[src/rtl/i2cm_pkg.sv]
package i2cm_pkg;
    typedef enum logic [2:0] {
        ST_IDLE,
        ST_HOLD,
        ST_START,
        ST_RSTART,
        ST_STOP,
        ST_TX,
        ST_RX,
        ST_ACK
    } seq_st_e;
endpackage

[src/rtl/i2cm_brg.sv]
module i2cm_brg #(
    parameter int DIV_W = 7
) (
    input  logic             clk,
    input  logic             rst_n,
    input  logic             load,
    input  logic             hold,
    input  logic [DIV_W-1:0] divisor,
    output logic             tick
);
    typedef struct packed {
        logic [DIV_W-1:0] cnt;
    } brg_s;

    brg_s brg_q, brg_d;

    always_comb begin
        brg_d = brg_q;
        tick  = 1'b0;
        if (load) begin
            brg_d.cnt = divisor;
        end else if (!hold) begin
            if (brg_q.cnt == '0) begin
                tick      = 1'b1;
                brg_d.cnt = divisor;
            end else begin
                brg_d.cnt = brg_q.cnt - 1'b1;
            end
        end
    end

    always_ff @(posedge clk or negedge rst_n) begin
        if (!rst_n) brg_q <= '0;
        else        brg_q <= brg_d;
    end

    // with a nonzero divisor two ticks are never adjacent
    p_tick_gap_r6: assert property (@(posedge clk) disable iff (!rst_n)
        (tick && divisor != '0) |=> !tick);
endmodule

[src/rtl/i2cm_busmon.sv]
module i2cm_busmon (
    input  logic clk,
    input  logic rst_n,
    input  logic enable,
    input  logic scl_i,
    input  logic sda_i,
    output logic start_det,
    output logic stop_det,
    output logic sta_seen,
    output logic sto_seen
);
    typedef struct packed {
        logic scl_p;
        logic sda_p;
        logic sta;
        logic sto;
    } mon_s;

    mon_s mon_q, mon_d;

    always_comb begin
        start_det = enable & mon_q.scl_p & scl_i & mon_q.sda_p & ~sda_i;
        stop_det  = enable & mon_q.scl_p & scl_i & ~mon_q.sda_p & sda_i;
        mon_d       = mon_q;
        mon_d.scl_p = scl_i;
        mon_d.sda_p = sda_i;
        if (!enable) begin
            mon_d.sta = 1'b0;
            mon_d.sto = 1'b0;
        end else if (start_det) begin
            mon_d.sta = 1'b1;
            mon_d.sto = 1'b0;
        end else if (stop_det) begin
            mon_d.sta = 1'b0;
            mon_d.sto = 1'b1;
        end
    end

    always_ff @(posedge clk or negedge rst_n) begin
        if (!rst_n) mon_q <= '{scl_p: 1'b1, sda_p: 1'b1, sta: 1'b0, sto: 1'b0};
        else        mon_q <= mon_d;
    end

    assign sta_seen = mon_q.sta;
    assign sto_seen = mon_q.sto;

    p_sp_excl_r3: assert property (@(posedge clk) disable iff (!rst_n)
        !(sta_seen && sto_seen));
    p_start_sets_r3: assert property (@(posedge clk) disable iff (!rst_n)
        start_det |=> (sta_seen && !sto_seen));
    p_disable_clears_r12: assert property (@(posedge clk) disable iff (!rst_n)
        !enable |=> (!sta_seen && !sto_seen));
endmodule

[src/rtl/i2cm_seq.sv]
module i2cm_seq
    import i2cm_pkg::*;
#(
    parameter int DATA_W = 8
) (
    input  logic              clk,
    input  logic              rst_n,
    input  logic              enable,
    input  logic              bus_free,
    input  logic              cmd_start,
    input  logic              cmd_rstart,
    input  logic              cmd_stop,
    input  logic              cmd_rcv,
    input  logic              cmd_ack,
    input  logic              ack_value,
    input  logic              wr_strobe,
    input  logic [DATA_W-1:0] wr_data,
    input  logic              scl_i,
    input  logic              sda_i,
    input  logic              tick,
    output logic              brg_load,
    output logic              scl_oe,
    output logic              sda_oe,
    output logic [DATA_W-1:0] rd_data,
    output logic              ack_stat,
    output logic              busy,
    output logic              done,
    output logic              wcol_evt,
    output logic              bcol_evt
);
    localparam int BCNT_W = $clog2(DATA_W + 1);
    localparam logic [BCNT_W-1:0] LAST_TX = BCNT_W'(DATA_W);
    localparam logic [BCNT_W-1:0] LAST_RX = BCNT_W'(DATA_W - 1);

    typedef struct packed {
        seq_st_e           st;
        logic [1:0]        step;
        logic [BCNT_W-1:0] bitcnt;
        logic [DATA_W-1:0] shreg;
        logic [DATA_W-1:0] rdbuf;
        logic              scl_oe;
        logic              sda_oe;
        logic              ack;
    } seq_s;

    seq_s seq_q, seq_d;
    logic              in_xfer;
    logic              hi_sampled;
    logic [BCNT_W-1:0] nxt_bit;
    logic [DATA_W-1:0] rx_shift;

    always_comb begin
        seq_d      = seq_q;
        done       = 1'b0;
        wcol_evt   = 1'b0;
        bcol_evt   = 1'b0;
        brg_load   = 1'b0;
        in_xfer    = (seq_q.st != ST_IDLE) && (seq_q.st != ST_HOLD);
        hi_sampled = (seq_q.step == 2'd1) && !seq_q.scl_oe && scl_i;
        nxt_bit    = seq_q.bitcnt + 1'b1;
        rx_shift   = {seq_q.shreg[DATA_W-2:0], sda_i};

        if (wr_strobe && in_xfer) wcol_evt = 1'b1;

        if (!enable) begin
            seq_d.st     = ST_IDLE;
            seq_d.step   = 2'd0;
            seq_d.scl_oe = 1'b0;
            seq_d.sda_oe = 1'b0;
        end else begin
            unique case (seq_q.st)
                ST_IDLE: begin
                    if (cmd_start && bus_free) begin
                        seq_d.st     = ST_START;
                        seq_d.step   = 2'd0;
                        seq_d.scl_oe = 1'b0;
                        seq_d.sda_oe = 1'b0;
                        brg_load     = 1'b1;
                    end
                end
                ST_HOLD: begin
                    seq_d.step   = 2'd0;
                    seq_d.bitcnt = '0;
                    if (cmd_rstart) begin
                        seq_d.st     = ST_RSTART;
                        seq_d.sda_oe = 1'b0;
                        brg_load     = 1'b1;
                    end else if (cmd_stop) begin
                        seq_d.st     = ST_STOP;
                        seq_d.sda_oe = 1'b1;
                        brg_load     = 1'b1;
                    end else if (cmd_rcv) begin
                        seq_d.st     = ST_RX;
                        seq_d.sda_oe = 1'b0;
                        brg_load     = 1'b1;
                    end else if (cmd_ack) begin
                        seq_d.st     = ST_ACK;
                        seq_d.sda_oe = !ack_value;
                        brg_load     = 1'b1;
                    end else if (wr_strobe) begin
                        seq_d.st     = ST_TX;
                        seq_d.shreg  = wr_data;
                        seq_d.sda_oe = !wr_data[DATA_W-1];
                        brg_load     = 1'b1;
                    end
                end
                ST_START: begin
                    if (tick) begin
                        unique case (seq_q.step)
                            2'd0:    begin seq_d.step = 2'd1; seq_d.sda_oe = 1'b1; end
                            2'd1:    begin seq_d.step = 2'd2; seq_d.scl_oe = 1'b1; end
                            default: begin
                                seq_d.st   = ST_HOLD;
                                seq_d.step = 2'd0;
                                seq_d.ack  = 1'b0;
                                done       = 1'b1;
                            end
                        endcase
                    end
                end
                ST_RSTART: begin
                    if (tick) begin
                        unique case (seq_q.step)
                            2'd0: begin seq_d.step = 2'd1; seq_d.scl_oe = 1'b0; end
                            2'd1: begin seq_d.step = 2'd2; seq_d.sda_oe = 1'b1; end
                            2'd2: begin seq_d.step = 2'd3; seq_d.scl_oe = 1'b1; end
                            default: begin
                                seq_d.st   = ST_HOLD;
                                seq_d.step = 2'd0;
                                seq_d.ack  = 1'b0;
                                done       = 1'b1;
                            end
                        endcase
                    end
                end
                ST_STOP: begin
                    if (tick) begin
                        unique case (seq_q.step)
                            2'd0:    begin seq_d.step = 2'd1; seq_d.scl_oe = 1'b0; end
                            2'd1:    begin seq_d.step = 2'd2; seq_d.sda_oe = 1'b0; end
                            default: begin
                                seq_d.st   = ST_IDLE;
                                seq_d.step = 2'd0;
                                done       = 1'b1;
                            end
                        endcase
                    end
                end
                ST_TX: begin
                    if (hi_sampled && !seq_q.sda_oe && !sda_i && seq_q.bitcnt != LAST_TX) begin
                        bcol_evt     = 1'b1;
                        seq_d.st     = ST_IDLE;
                        seq_d.step   = 2'd0;
                        seq_d.scl_oe = 1'b0;
                        seq_d.sda_oe = 1'b0;
                    end else if (tick) begin
                        if (seq_q.step == 2'd0) begin
                            seq_d.step   = 2'd1;
                            seq_d.scl_oe = 1'b0;
                        end else if (seq_q.bitcnt == LAST_TX) begin
                            seq_d.ack    = sda_i;
                            seq_d.st     = ST_HOLD;
                            seq_d.step   = 2'd0;
                            seq_d.scl_oe = 1'b1;
                            done         = 1'b1;
                        end else begin
                            seq_d.step   = 2'd0;
                            seq_d.scl_oe = 1'b1;
                            seq_d.bitcnt = nxt_bit;
                            seq_d.shreg  = {seq_q.shreg[DATA_W-2:0], 1'b0};
                            seq_d.sda_oe = (nxt_bit == LAST_TX) ? 1'b0 : !seq_q.shreg[DATA_W-2];
                        end
                    end
                end
                ST_RX: begin
                    if (tick) begin
                        if (seq_q.step == 2'd0) begin
                            seq_d.step   = 2'd1;
                            seq_d.scl_oe = 1'b0;
                        end else begin
                            seq_d.shreg  = rx_shift;
                            seq_d.step   = 2'd0;
                            seq_d.scl_oe = 1'b1;
                            if (seq_q.bitcnt == LAST_RX) begin
                                seq_d.rdbuf = rx_shift;
                                seq_d.st    = ST_HOLD;
                                done        = 1'b1;
                            end else begin
                                seq_d.bitcnt = nxt_bit;
                            end
                        end
                    end
                end
                ST_ACK: begin
                    if (hi_sampled && !seq_q.sda_oe && !sda_i) begin
                        bcol_evt     = 1'b1;
                        seq_d.st     = ST_IDLE;
                        seq_d.step   = 2'd0;
                        seq_d.scl_oe = 1'b0;
                        seq_d.sda_oe = 1'b0;
                    end else if (tick) begin
                        if (seq_q.step == 2'd0) begin
                            seq_d.step   = 2'd1;
                            seq_d.scl_oe = 1'b0;
                        end else begin
                            seq_d.st     = ST_HOLD;
                            seq_d.step   = 2'd0;
                            seq_d.scl_oe = 1'b1;
                            done         = 1'b1;
                        end
                    end
                end
                default: seq_d.st = ST_IDLE;
            endcase
        end
    end

    always_ff @(posedge clk or negedge rst_n) begin
        if (!rst_n) begin
            seq_q    <= '0;
            seq_q.st <= ST_IDLE;
        end else begin
            seq_q <= seq_d;
        end
    end

    assign scl_oe   = seq_q.scl_oe;
    assign sda_oe   = seq_q.sda_oe;
    assign rd_data  = seq_q.rdbuf;
    assign ack_stat = seq_q.ack;
    assign busy     = in_xfer;

    p_idle_released_r1: assert property (@(posedge clk) disable iff (!rst_n)
        (seq_q.st == ST_IDLE) |-> (!scl_oe && !sda_oe));
    p_hold_owns_scl_r2: assert property (@(posedge clk) disable iff (!rst_n)
        (seq_q.st == ST_HOLD) |-> scl_oe);
    p_rx_released_r8: assert property (@(posedge clk) disable iff (!rst_n)
        (seq_q.st == ST_RX) |-> !sda_oe);
endmodule

[src/rtl/i2c_master_core.sv]
module i2c_master_core #(
    parameter int DIV_W  = 7,
    parameter int DATA_W = 8
) (
    input  logic              clk,
    input  logic              rst_n,
    input  logic              enable,
    input  logic [DIV_W-1:0]  divisor,
    input  logic              cmd_start,
    input  logic              cmd_rstart,
    input  logic              cmd_stop,
    input  logic              cmd_rcv,
    input  logic              cmd_ack,
    input  logic              ack_value,
    input  logic              wr_strobe,
    input  logic [DATA_W-1:0] wr_data,
    input  logic              irq_clr,
    input  logic              scl_i,
    input  logic              sda_i,
    output logic              scl_oe,
    output logic              sda_oe,
    output logic [DATA_W-1:0] rd_data,
    output logic              ack_stat,
    output logic              busy,
    output logic              sta_seen,
    output logic              sto_seen,
    output logic              irq,
    output logic              wcol,
    output logic              bcol
);
    typedef struct packed {
        logic irq;
        logic wcol;
        logic bcol;
    } flag_s;

    flag_s flg_q, flg_d;
    logic tick, brg_load, brg_hold;
    logic start_det, stop_det;
    logic seq_done, wcol_evt, bcol_evt;
    logic bus_free;

    assign brg_hold = !scl_oe && !scl_i;
    assign bus_free = sto_seen || !sta_seen;

    i2cm_brg #(.DIV_W(DIV_W)) u_brg (
        .clk     (clk),
        .rst_n   (rst_n),
        .load    (brg_load),
        .hold    (brg_hold),
        .divisor (divisor),
        .tick    (tick)
    );

    i2cm_busmon u_mon (
        .clk       (clk),
        .rst_n     (rst_n),
        .enable    (enable),
        .scl_i     (scl_i),
        .sda_i     (sda_i),
        .start_det (start_det),
        .stop_det  (stop_det),
        .sta_seen  (sta_seen),
        .sto_seen  (sto_seen)
    );

    i2cm_seq #(.DATA_W(DATA_W)) u_seq (
        .clk        (clk),
        .rst_n      (rst_n),
        .enable     (enable),
        .bus_free   (bus_free),
        .cmd_start  (cmd_start),
        .cmd_rstart (cmd_rstart),
        .cmd_stop   (cmd_stop),
        .cmd_rcv    (cmd_rcv),
        .cmd_ack    (cmd_ack),
        .ack_value  (ack_value),
        .wr_strobe  (wr_strobe),
        .wr_data    (wr_data),
        .scl_i      (scl_i),
        .sda_i      (sda_i),
        .tick       (tick),
        .brg_load   (brg_load),
        .scl_oe     (scl_oe),
        .sda_oe     (sda_oe),
        .rd_data    (rd_data),
        .ack_stat   (ack_stat),
        .busy       (busy),
        .done       (seq_done),
        .wcol_evt   (wcol_evt),
        .bcol_evt   (bcol_evt)
    );

    always_comb begin
        flg_d      = flg_q;
        flg_d.irq  = (flg_q.irq  && !irq_clr) || start_det || stop_det || seq_done;
        flg_d.wcol = (flg_q.wcol && !irq_clr) || wcol_evt;
        flg_d.bcol = (flg_q.bcol && !irq_clr) || bcol_evt;
    end

    always_ff @(posedge clk or negedge rst_n) begin
        if (!rst_n) flg_q <= '0;
        else        flg_q <= flg_d;
    end

    assign irq  = flg_q.irq;
    assign wcol = flg_q.wcol;
    assign bcol = flg_q.bcol;

    p_done_irq_r5: assert property (@(posedge clk) disable iff (!rst_n)
        seq_done |=> irq);
    p_irq_sticky_r5: assert property (@(posedge clk) disable iff (!rst_n)
        (irq && !irq_clr) |=> irq);
    p_wcol_set_r9: assert property (@(posedge clk) disable iff (!rst_n)
        (wr_strobe && busy) |=> wcol);
    p_bcol_release_r10: assert property (@(posedge clk) disable iff (!rst_n)
        bcol_evt |=> (!scl_oe && !sda_oe && !busy && bcol));
endmodule

[config.mk]
export PLATFORM = sky130hd
export DESIGN_NAME = i2c_master_core
export DESIGN_NICKNAME = d
export VERILOG_FILES = /design/src/rtl/i2cm_pkg.sv /design/src/rtl/i2cm_brg.sv /design/src/rtl/i2cm_busmon.sv /design/src/rtl/i2cm_seq.sv /design/src/rtl/i2c_master_core.sv
export SDC_FILE = /design/constraint.sdc
export NUM_CORES = 1
export LEC_CHECK = 0
export BUFFER_PORTS_ARGS = -buffer_cell sky130_fd_sc_hd__clkbuf_2
export CORE_UTILIZATION = 45
export CTS_BUF_LIST = sky130_fd_sc_hd__clkbuf_4
export DETAILED_ROUTE_END_ITERATION = 7
export GPL_ROUTABILITY_DRIVEN = 0
export PLACE_DENSITY_LB_ADDON = 0.1
export SLEW_MARGIN = 10
export SYNTH_ARGS = -nofsm -noshare
export SYNTH_HDL_FRONTEND = slang
export SYNTH_HIERARCHICAL = 1
export SYNTH_SLANG_ARGS = --single-unit
[constraint.sdc]
create_clock -name clk -period 5.75 [get_ports clk]
set_clock_uncertainty 0.1 [all_clocks]
set_input_delay 0.2875 -clock clk [delete_from_list [all_inputs] [get_ports clk]]
set_output_delay 0.2875 -clock clk [all_outputs]
set_load 0.1 [all_outputs]
=== Word level (Yosys, flattened, before mapping) ===
Index checks and enable logic that the tools add are counted.

* Word-level logic and storage cells: 237
* Input bits: 28
* Register bits after elaboration: 41

* Bitwise gates (word level): 9
* Mux-type cells: 107
* Reduce and logical (&&, ||, !) cells: 44
* Equal/unequal tests: 59
* Add/subtract/negate cells: 2

{| class="wikitable"
|+ Operator list
! kind !! number
|-
| $mux 1 || 48
|-
| $mux 3 || 16
|-
| $mux 8 || 6
|-
| $mux 5 || 8
|-
| $pmux 5 s8 || 1
|-
| $mux 12 || 3
|-
| $pmux 12 s3 || 1
|-
| $ne 2x2->1 const B || 17
|-
| $mux 26 || 1
|-
| $reduce_and 13->1 || 2
|-
| $ne 3x2->1 const B || 8
|-
| $ne 3x3->1 const B || 8
|-
| $ne 4x3->1 const B || 6
|-
| $mux 7 || 3
|-
| $mux 20 || 1
|-
| $mux 17 || 1
|-
| $mux 2 || 8
|-
| $ne 8x1->1 const B || 2
|-
| $reduce_and 16->1 || 1
|-
| $pmux 1 s7 || 2
|-
| $eq 3x3->1 const B || 4
|-
| $logic_and 1x1->1 || 12
|-
| $reduce_and 11->1 || 1
|-
| $reduce_and 10->1 || 1
|-
| 32 further kinds || 60
|}

=== Longest topological paths before layout ===
* Depth in word-level cells: 13

=== Cells and area by module ===
The synthesis kept the hierarchy.

{| class="wikitable"
|+ Modules (own cells, without submodules)
! module !! instances !! seq. area each (um^2) !! cells each !! area an instance (um^2)
|-
| i2cm_seq || 1 || 675.6 || 246 || 2044.5
|-
| i2cm_brg || 1 || 175.2 || 54 || 519.2
|-
| i2cm_busmon || 1 || 102.6 || 17 || 207.7
|-
| i2c_master_core || 1 || 75.1 || 9 || 117.6
|}

=== Worst setup path before layout ===
No wires, ideal clock.

* Path kind: reg-to-reg
* Start point: register u_seq.seq_q (netlist bit u_seq/sda_oe)
* End point: register u_seq/seq_q[23] (netlist bit)
* Clock period less this slack: 3.759 ns
* Cell stages (with the launch flop): 12
* Data required time: 5.525 ns
* Arrival time: 3.534 ns
* Path slack: 1.991 ns
* Library setup time: 0.125 ns
* Cells stage by stage: dfrtp_1 nand4bb_1 o311ai_0 nand3_1 nor3_1 clkbuf_1 nor3_1 buf_2 nor2b_1 o311ai_0 o22ai_1 mux2_2

* Longest elaborated chain between the ends: 7
* Elaborated cells between the ends (all ways): 11

{| class="wikitable"
|+ Ends and longest elaborated chain
! element !! line !! source
|-
| start: declaration || i2cm_seq.sv:46 || <nowiki>seq_s seq_q, seq_d;</nowiki>
|-
| start signal: assignment || i2cm_seq.sv:223 || <nowiki>seq_q <= seq_d;</nowiki>
|-
| $logic_not 1->1 (*) || i2cm_seq.sv:150, i2cm_seq.sv:195 ||
|-
| $logic_and 1x1->1 (*) (2 in a row) || i2cm_seq.sv:150, i2cm_seq.sv:195 ||
|-
| $logic_and 1x1->1 || i2cm_seq.sv:150 || <nowiki>if (hi_sampled && !seq_q.sda_oe && !sda_i && seq_q.bitcnt != LAST_TX) begin</nowiki>
|-
| $mux 5 || i2cm_seq.sv:150 ||
|-
| $pmux 5 s8 || i2cm_seq.sv:71 || <nowiki>unique case (seq_q.st)</nowiki>
|-
| $mux 5 || i2cm_seq.sv:65 || <nowiki>if (!enable) begin</nowiki>
|}

Mark *: on every way between the ends. The rest lies on a longest branch, timed or not.
A chain may end at the register's enable or synchronous reset.

=== Worst setup path in the final report ===
* Start point: register u_seq/seq_q[25] (netlist bit)
* End point: register u_seq.seq_q (netlist bit u_seq/rx_shift[1])

* Longest elaborated chain between the ends: 6
* Elaborated cells between the ends (all ways): 21

{| class="wikitable"
|+ Ends and longest elaborated chain
! element !! line !! source
|-
| $eq 3x1->1 / $logic_not 3->1 (equally long branches) || i2cm_seq.sv:71 ||
|-
| $pmux 1 s2 (*) || i2cm_seq.sv:71 ||
|-
| $mux 1 (*) || i2cm_seq.sv:65 ||
|-
| via brg_load || i2c_master_core.sv:38 || <nowiki>logic tick, brg_load, brg_hold;</nowiki>
|-
| $mux 1 (*) || i2cm_brg.sv:20 || <nowiki>if (load) begin</nowiki>
|-
| via tick || i2c_master_core.sv:38 ||
|-
| $ne 2x2->1 (no line) || -- ||
|-
| $reduce_and 13->1 (no line) (*) || -- ||
|}

Mark *: on every way through the listed nets, which the timed path passes. The rest lies on a longest branch.

==> flow_metrics.env <==
export IMPL_hold_viol=0
export IMPL_antenna_cells=0
export IMPL_ys_async_sr_fraction=1.00
export IMPL_viasPerCell=6.03
export IMPL_synthSimpleGateAreaFrac=0.242
export IMPL_die_area_sq_um=6740
export IMPL_cp_arrival_ps=4610
export IMPL_grt_pass1_vias=2361
export IMPL_track_usage=0.229
export IMPL_dieWidth_microns=82.1
export IMPL_drv_slew=0
export IMPL_synth_ff_type="dfrtp_1"
export IMPL_p_per_area_nw_per_um2=393
export IMPL_worst_setup_path_type="flip-flop to flip-flop"
export IMPL_max_stage_delay_ps=900
export IMPL_synth_edf_count=0
export IMPL_cts_tree="yes"
export IMPL_drtIter0Drc=297
export IMPL_rsz0062_at_grt="no"
export IMPL_ys_ff_latch=41
export IMPL_synthXorXnorAreaFrac=0.00606
export IMPL_io_buffers=44
export IMPL_netlist_area_sq_um=2890
export IMPL_drt_antenna_violating_nets=0
export IMPL_period_minus_slack_ps=4440
export IMPL_syn_inst=326
export IMPL_synth_mux_area_frac=0.0429
export IMPL_worstHoldPathType="input port to flip-flop"
export IMPL_clockBufferDepth=2
export IMPL_pin_count=45
export IMPL_drc=0
export IMPL_layout_worst_path_cycle_share=0.772
export IMPL_hpwlAfterDp_microns=5150
export IMPL_maxCapViolations=0
export IMPL_fmax_ghz=0.225
export IMPL_cts_htree_levels=2
export IMPL_endpoint_kind="flip-flop"
export IMPL_synthAdderAreaFrac=0.0433
export IMPL_globalRoute_totalOverflow=0
export IMPL_drtPass1Iterations=5
export IMPL_avgSynthCellArea_sq_um=8.86
export IMPL_synth_top_family_by_area="compound AO/OA/AOI/OAI gates"
export IMPL_critPathBufInv=2
export IMPL_wire_per_inst_microns=16.4
export IMPL_synth_fp_nets=364
export IMPL_worstMarginPinSlew_ps=940
export IMPL_p_leak_nw=1.44
export IMPL_setup_violations=0
export IMPL_die_h_microns=82.1
export IMPL_ir_drop_mv=0.201
export IMPL_clock_latency_ps=360
export IMPL_path_delay_family="simple AND/OR/NAND/NOR gates"
export IMPL_status="complete, no violations"
export IMPL_power_total_mw=1.27
export IMPL_design_core_area_sq_um=6060
export IMPL_initial_core_util=0.477
export IMPL_synth_compound_area_frac=0.247
export IMPL_grt_pass1_wl_microns=11700
export IMPL_antenna_found_initial=0
export IMPL_areaGrowthSynthToFinish_pct=11.8
export IMPL_crit_fanout=30
export IMPL_cts_resized=0
export IMPL_tns_ps=0
export IMPL_dr_total_vias=2621
export IMPL_start_kind="flip-flop"
export IMPL_root_buffer="clkbuf_4"
export IMPL_clk_pin_slew_ps=140
export IMPL_row_count=28
export IMPL_ys_warn_count=6
export IMPL_grt_max_degree=42
export IMPL_relSlewSlack=0.368
export IMPL_cp_cell_sequence="and3b_1 -> o311ai_0 -> nand3_1 -> nor3_1 -> buf_4 -> nor3_1 -> and4bb_2 -> a2bb2oi_1 -> a211o_1 -> a31oi_1 -> buf_4 -> mux2_2"
export IMPL_cts_buffers=5
export IMPL_yosysSeqAreaShare=0.356
export IMPL_routed_wl_microns=7120
export IMPL_cp_required_ps=5910
export IMPL_hold_ws_ps=64.9
export IMPL_layout_nets=397
export IMPL_slowest_stage="dfrtp_1"
export IMPL_drive_gt1_frac=0.250
export IMPL_synthDistinctLibCells=73
export IMPL_clock_sinks=41
-- state kept, by name, indices dropped and copies added (netlist names) --
signal and flops:
bcol 1, irq 1, u_brg/brg_q 7, u_mon/mon_q 2
u_mon/sta_seen 1, u_mon/sto_seen 1, u_seq/ack_stat 1, u_seq/rd_data 8
u_seq/rx_shift 7, u_seq/scl_oe 1, u_seq/sda_oe 1, u_seq/seq_q 9
wcol 1
-- cells in the mapped netlist (all sizes together) (5+ instances only) --
cell    number  area share
dfrtp       39        0.34
nor2        36       0.047
nand2       23       0.030
o21ai       22       0.038
a21oi       20       0.035
buf         16       0.033
inv         16       0.021
nand3       12       0.021
mux2        11       0.043
ha          10       0.043
a22oi        9       0.023
a31oi        9       0.022
nor3         8       0.022
clkbuf       7      0.0091
nand2b       7       0.018
nor2b        5       0.011
-- kinds of logic (layout without fill, tap and decap cells) --
kind of cell               count (synthesis)  in the layout
AOI/OAI and AO/OA                        101            101
buffers and inverters                     39             73
xor gates and xnor gates                   2              2
DFF                                       41             41
muxes                                     11             11
and+or+nand+nor                          122            122
adders and majority gates                 10             10
-- layout by cell type, fill, tap and decap left out, types with 3 or more instances in the layout --
cell type | synthesis | layout
dfrtp_1 | 39 | 39
o211ai_1 | 3 | 3
ha_1 | 10 | 10
nor2_1 | 36 | 36
inv_1 | 15 | 15
clkbuf_4 | 0 | 5
nor3_1 | 6 | 6
clkbuf_2 | 0 | 44
o31ai_1 | 4 | 4
a21oi_1 | 20 | 20
and3b_1 | 3 | 3
a311oi_1 | 3 | 3
o21ai_0 | 21 | 21
a22oi_1 | 9 | 9
nor3b_1 | 4 | 4
mux2_2 | 11 | 11
a31oi_1 | 8 | 8
buf_4 | 8 | 3
nand2_1 | 23 | 23
nor2b_1 | 5 | 5
nand2b_1 | 6 | 6
nand3_1 | 12 | 12
-- layer usage --
metal,global-route usage,vias to the layer above,part of all wire
met5,0,-,0
met4,0.0789,0,0.021
met3,0.0473,18,0.068
met2,0.352,108,0.46
met1,0.318,1229,0.45
li1,-,1266,-
-- final timing paths --
kind	slack (ps)	startpoint	cells after the start	to
worst min-delay path	60	divisor[6]	3	u_brg/brg_q[6]
min in group asynchronous	410	rst_n	3	u_seq/seq_q[21]
worst min register to register	410	bcol	1	bcol
worst max-delay path	1310	u_seq/seq_q[25]	12	u_seq/rx_shift[1]
worst max register to register	1310	u_seq/seq_q[25]	12	u_seq/rx_shift[1]
max in group asynchronous	4760	rst_n	3	u_seq/rd_data[0]
-- worst min-delay path, cell delays in order --
cell,delay (ps)
clkbuf_2,80
nor2_1,90
a21oi_1,50
-- power by group --
| group | leakage, nW | switching, mW | internal, mW |
|---|---|---|---|
| registers | 0.527 | 0.113 | 0.358 |
| clock network | 0.0558 | 0.109 | 0.137 |
| logic | 0.858 | 0.356 | 0.198 |
| total | 1.44 | 0.578 | 0.692 |
-- metrics by stage --
stage | utilization | area (sq um) | instances | worst slack, ps
final | 0.533 | 3230 | 435 | 1310
after global routing | 0.533 | 3230 | 435 | 998
after CTS | 0.533 | 3230 | 435 | 1400
after detailed placement | 0.512 | 3100 | 425 | 1440
after global placement | 0.512 | 3100 | 425 | 1560
after floorplan | - | 2890 | 326 | 1990
-- final cells by class --
| type | count | area, sq um |
|---|---|---|
| clock inverters | 3 | 68.8 |
| inverters | 16 | 60.1 |
| repair buffers | 49 | 263 |
| well taps | 75 | 93.8 |
| multi-input cells | 246 | 1680 |
| flip-flops and latches | 41 | 1030 |
| fillers | 592 | 2830 |
| clock buffers | 5 | 37.5 |
-- repair_timing --
action                                 CTS  global route
hold buffers                             2             0
buffers inserted                         0             0
endpoints found under the hold margin   40             0
No activity file was read; power rests on OpenSTA's default activity.
